**src/rtl/bcd_chk_pkg.sv**
```systemverilog
package bcd_chk_pkg;
  localparam int GROUP_W   = 4;
  localparam int POS_W     = $clog2(GROUP_W);
  localparam int STORE_W   = GROUP_W - 1;
  localparam logic [POS_W-1:0] LAST_POS = POS_W'(GROUP_W - 1);
endpackage

```
**src/rtl/bcd_pos_counter.sv**
```systemverilog
module bcd_pos_counter
  import bcd_chk_pkg::*;
(
  input  logic             clk,
  input  logic             rst,
  input  logic             bit_valid,
  output logic [POS_W-1:0] pos,
  output logic             last_bit
);
  always_ff @(posedge clk) begin
    if (rst)            pos <= '0;
    else if (bit_valid) pos <= (pos == LAST_POS) ? '0 : pos + 1'b1;
  end

  assign last_bit = bit_valid && (pos == LAST_POS);

  // an idle cycle leaves the position where it was
  a_r5_idle_holds_pos: assert property (@(posedge clk) disable iff (rst)
    !bit_valid |=> $stable(pos));
  // the position wraps to 0 after the fourth bit
  a_r2_wrap_to_zero: assert property (@(posedge clk) disable iff (rst)
    (bit_valid && pos == LAST_POS) |=> (pos == '0));
  // reset clears the position
  a_r1_reset_pos: assert property (@(posedge clk)
    rst |=> (pos == '0));
endmodule

```
**src/rtl/bcd_slot_store.sv**
```systemverilog
module bcd_slot_store
  import bcd_chk_pkg::*;
(
  input  logic               clk,
  input  logic               rst,
  input  logic               bit_valid,
  input  logic               ser_din,
  input  logic [POS_W-1:0]   pos,
  output logic [STORE_W-1:0] slot
);
  for (genvar i = 0; i < STORE_W; i++) begin : g_slot
    always_ff @(posedge clk) begin
      if (rst)
        slot[i] <= 1'b0;
      else if (bit_valid && pos == POS_W'(i))
        slot[i] <= ser_din;
    end
  end

  // with no valid bit, nothing that is stored changes
  a_r5_idle_holds_slots: assert property (@(posedge clk) disable iff (rst)
    !bit_valid |=> $stable(slot));
endmodule

```
**src/rtl/bcd_code_judge.sv**
```systemverilog
module bcd_code_judge
  import bcd_chk_pkg::*;
(
  input  logic [STORE_W-1:0] slot,
  output logic               legal
);
  logic b3, b2, b1;
  logic hit_11xx, hit_101x;

  always_comb begin
    b3 = slot[0];
    b2 = slot[1];
    b1 = slot[2];
    hit_11xx = b3 & b2;
    hit_101x = b3 & ~b2 & b1;
    legal = ~(hit_11xx | hit_101x);
  end
endmodule

```
**src/rtl/bcd_serial_check.sv**
```systemverilog
module bcd_serial_check
  import bcd_chk_pkg::*;
(
  input  logic clk,
  input  logic rst,
  input  logic ser_din,
  input  logic bit_valid,
  output logic group_done,
  output logic digit_ok
);
  logic [POS_W-1:0]   pos;
  logic               last_bit;
  logic [STORE_W-1:0] slot;
  logic               legal;

  bcd_pos_counter u_pos (
    .clk(clk), .rst(rst), .bit_valid(bit_valid),
    .pos(pos), .last_bit(last_bit)
  );

  bcd_slot_store u_store (
    .clk(clk), .rst(rst), .bit_valid(bit_valid), .ser_din(ser_din),
    .pos(pos), .slot(slot)
  );

  bcd_code_judge u_judge (
    .slot(slot), .legal(legal)
  );

  always_ff @(posedge clk) begin
    if (rst) begin
      group_done <= 1'b0;
      digit_ok   <= 1'b0;
    end else begin
      group_done <= last_bit;
      if (last_bit) digit_ok <= legal;
    end
  end

  // a pulse lasts one cycle
  a_r8_single_pulse: assert property (@(posedge clk) disable iff (rst)
    group_done |=> !group_done);
  // a pulse is always caused by a valid bit one edge earlier
  a_r2_pulse_after_bit: assert property (@(posedge clk) disable iff (rst)
    group_done |-> $past(bit_valid));
  // the verdict is frozen between pulses
  a_r6_verdict_hold: assert property (@(posedge clk) disable iff (rst)
    !group_done |-> $stable(digit_ok));
  // reset leaves both outputs low
  a_r1_reset_outputs: assert property (@(posedge clk)
    rst |=> (!group_done && !digit_ok));
endmodule

```
**config.mk**
```make
export PLATFORM = sky130hd
export DESIGN_NAME = bcd_serial_check
export DESIGN_NICKNAME = d
export VERILOG_FILES = /design/src/rtl/bcd_chk_pkg.sv /design/src/rtl/bcd_pos_counter.sv /design/src/rtl/bcd_slot_store.sv /design/src/rtl/bcd_code_judge.sv /design/src/rtl/bcd_serial_check.sv
export SDC_FILE = /design/constraint.sdc
export NUM_CORES = 1
export LEC_CHECK = 0
export BUFFER_PORTS_ARGS = -buffer_cell sky130_fd_sc_hd__buf_4
export CAP_MARGIN = 20
export CORE_AREA = 4 4 41 43
export CTS_CLUSTER_DIAMETER = 50
export DETAILED_ROUTE_END_ITERATION = 16
export DIE_AREA = 0 0 45 47
export MAX_ROUTING_LAYER = met4
export SETUP_SLACK_MARGIN = 0.1
export SLEW_MARGIN = 0
export SYNTH_ARGS = -nofsm -noshare
export SYNTH_HDL_FRONTEND = slang
export SYNTH_SLANG_ARGS = --single-unit
export TNS_END_PERCENT = 5
```
**constraint.sdc**
```tcl
create_clock -name clk -period 2.65 [get_ports clk]
set_input_delay 0.3975 -clock clk [delete_from_list [all_inputs] [get_ports clk]]
set_output_delay 0.3975 -clock clk [all_outputs]
set_load 0.05 [all_outputs]
```
==> key figures <==
Status
  • Status: finished clean

Global route
  • GR peak layer: met1
  • Pin count of the biggest net entering global routing: 13
  • Number of global-route vias before repair: 213
  • Met2 GRT Util: 7.63%
  • First-pass GRT wire length: 931 µm
  • Initial antenna violation count: 0
  • Met3 GRT Util: 3.45%
  • Met1 Use GR: 8.74%
  • GRT overflow: 0
  • Total track usage: 6.80%

Synthesis
  • Syn_area_per_cell: between 9 and 10 µm²
  • Seq/Total Area, Yosys: 43.1%
  • Yosys Warn Count: 0
  • Synthesized Nets: 41
  • Post-Syn Area: 325 µm²
  • Synth unique cells: 14
  • Synth Register Bits: 7
  • Cell count after synthesis: 33

Cells and area
  • Layout cell share with drive strength beyond 1: 26.8%
  • Syn-to-layout area delta: 23.8%
  • Commonest non-fill, non-tap cell in the layout: dfxtp_1
  • Cell area after layout: 403 µm²
  • Final net count: 50
  • Antenna diode count: 0
  • Most frequent cells in the layout: dfxtp_1 (7), a21oi_1 (5), buf_4 (5)

Drt
  • Starting DRT DRC Count: 4
  • Post-route DRC: 0
  • Initial DRT Pass Iterations: 5
  • Vias per cell: 4.54
  • WL final: 618 µm
  • Vias: 254
  • Routed wire per std cell: 11.0 µm
  • ANT nets after route: 0

Worst setup path
  • Worst Setup Start Kind: register
  • Crit end category: output port
  • CP required: 2.25 ns
  • Top delay family on crit path: flip-flops
  • Max stage delay cell, worst path: dfxtp_1
  • Critical-path cell list: buf_4
  • Critical path fanouts, max: 2
  • Worst EP arrival: 0.77 ns
  • CP max stage delay: 0.33 ns
  • Buf+Inv Stages, Crit Path: 1
  • Critical path class: register to output port

Power and ir drop
  • Power share of the clock group: 41.6%
  • Sw Share: 24.8%
  • Logic pwr share: 10.8%
  • Cell internal pwr: 180 µW
  • VDD IR-drop max: between 0.2 and 0.3 mV
  • P_sw: 59.3 µW
  • Total power: 239 µW
  • Sequential power share: between 40% and 50%
  • Leakage dissipation: ~0.18 nW
  • Power density over the cells: between 500 and 600 nW/µm²

STA
  • Total negative setup slack: 0 ns
  • Final Hold Fails: 0
  • RSZ-0062 raised after global routing: no
  • Max Clk Rate: 854 MHz
  • Max-slew headroom: 88.4%
  • Fin crit share: 44.2%
  • Clk_skew: 0.000239 ns
  • Fin crit period: 1.17 ns
  • Pin slew with the least headroom to its limit: 0.174 ns
  • Final setup fails: 0
  • Fin. max-slew vios: 0

CTS
  • CTS tree: yes
  • Post-cts sizing count: 0
  • Hold_buf cts: 0
  • Deepest level of the CTS H-tree: 1
  • CTS Buffer Depth: 2
  • Clock transition at path regs: 0.05 ns
  • Total CTS buffers: 3
  • CTS Root Buffer Type: clkbuf_4
  • TritonCTS Sinks: 7
  • Worst-Skew Late Latency: 0.25 ns
  • Postcts setup bufs: 0

Placed design
  • HPWL after DPL: around 440 µm
  • RePlAce Congestion: 0.731
  • Placed inst area: 377 µm²
  • I/O Buffers: 5

Die
  • Die height: around 47 µm
  • Die area: 2120 µm²
  • Core Box Area: about 1300 µm²
  • Row cnt: 13
  • Die Wd: roughly 45 µm
  • IO Count: 6
  • Initial Util: 25.0%

Min path
  • Type of the tightest min-delay check: input port to register

Job
  • Max-Cap Viols: 0
==> area by class of cell <==
type                       count  area, µm²
inverter                       2       7.51
fill                         152        898
clock buffer                   4       26.3
multi-input combinational     23        173
sequential                     7        140
timing repair buffer           5       37.5
tap                           15       18.8
==> path summary, 6_finish.rpt <==
check             depth (start not counted)           end          from  slack [ns]
setup / recovery                          1      digit_ok      digit_ok        1.48
hold / removal                            2    group_done           rst        0.36
setup reg to reg                          3  u_pos.pos[0]  u_pos.pos[0]        1.50
hold reg to reg                           2      digit_ok      digit_ok        0.51
==> sequential cells by signal, indices dropped and copies added (netlist names) <==
name,count
u_pos.pos,2
digit_ok,1
u_store.slot,3
group_done,1
==> cell families (layout without fill, tap and decap cells) <==
family                     count (synthesis)  in the layout  share of synthesized area (%)
and+or+nand+nor                            9              9                           14.2
muxes                                      1              1                           3.08
AOI/OAI and AO/OA                          9              9                           20.4
buffers and inverters                      3             11                           3.85
adders and majority gates                  4              4                           15.4
DFF                                        7              7                           43.1
==> Yosys cell counts, drive strengths merged <==
cell type  number  area, µm²
or3b            1       8.76
a21oi           5       25.0
o2111a          1       11.3
a21bo           3       30.0
buf             1       5.00
nor2            2       7.51
ha              4       50.1
nand2           1       3.75
mux2i           1       10.0
nand2b          1       6.26
nor3            1       5.00
dfxtp           7        140
nand3           3       15.0
inv             2       7.51
==> per-layer routing <==
| layer | vias up | share of wire (%) |
|---|---|---|
| met5 | - | 0 |
| met4 | 0 | 0.65 |
| met3 | 2 | 7.4 |
| met2 | 9 | 43 |
| met1 | 114 | 49 |
| li1 | 129 | - |
==> power by group through the flow <==
stage / logic [mW] / clock network [mW] / registers (mW)
after detailed placement: 0.0257 / 0 / 0.116
after floorplan: 0.0160 / 0 / 0.116
final: 0.0257 / 0.0995 / 0.114
after global placement: 0.0252 / 0 / 0.116
after CTS: 0.0262 / 0.100 / 0.114
after global routing: 0.0289 / 0.107 / 0.114
==> metrics by stage <==
stage / setup WS [ns] / hold slack [ns] / utilization [%] / std cells
final: 1.48 / 0.360 / 31.0 / 56
after CTS: 1.47 / 0.364 / 31.0 / 56
after detailed placement: 1.52 / 0.504 / 28.9 / 52
after global placement: 1.56 / 0.510 / 28.9 / 52
after global routing: 1.44 / 0.362 / 31.0 / 56
after floorplan: 1.59 / 0.467 / - / 33
Note: power is estimated with default switching activity, not from simulation.
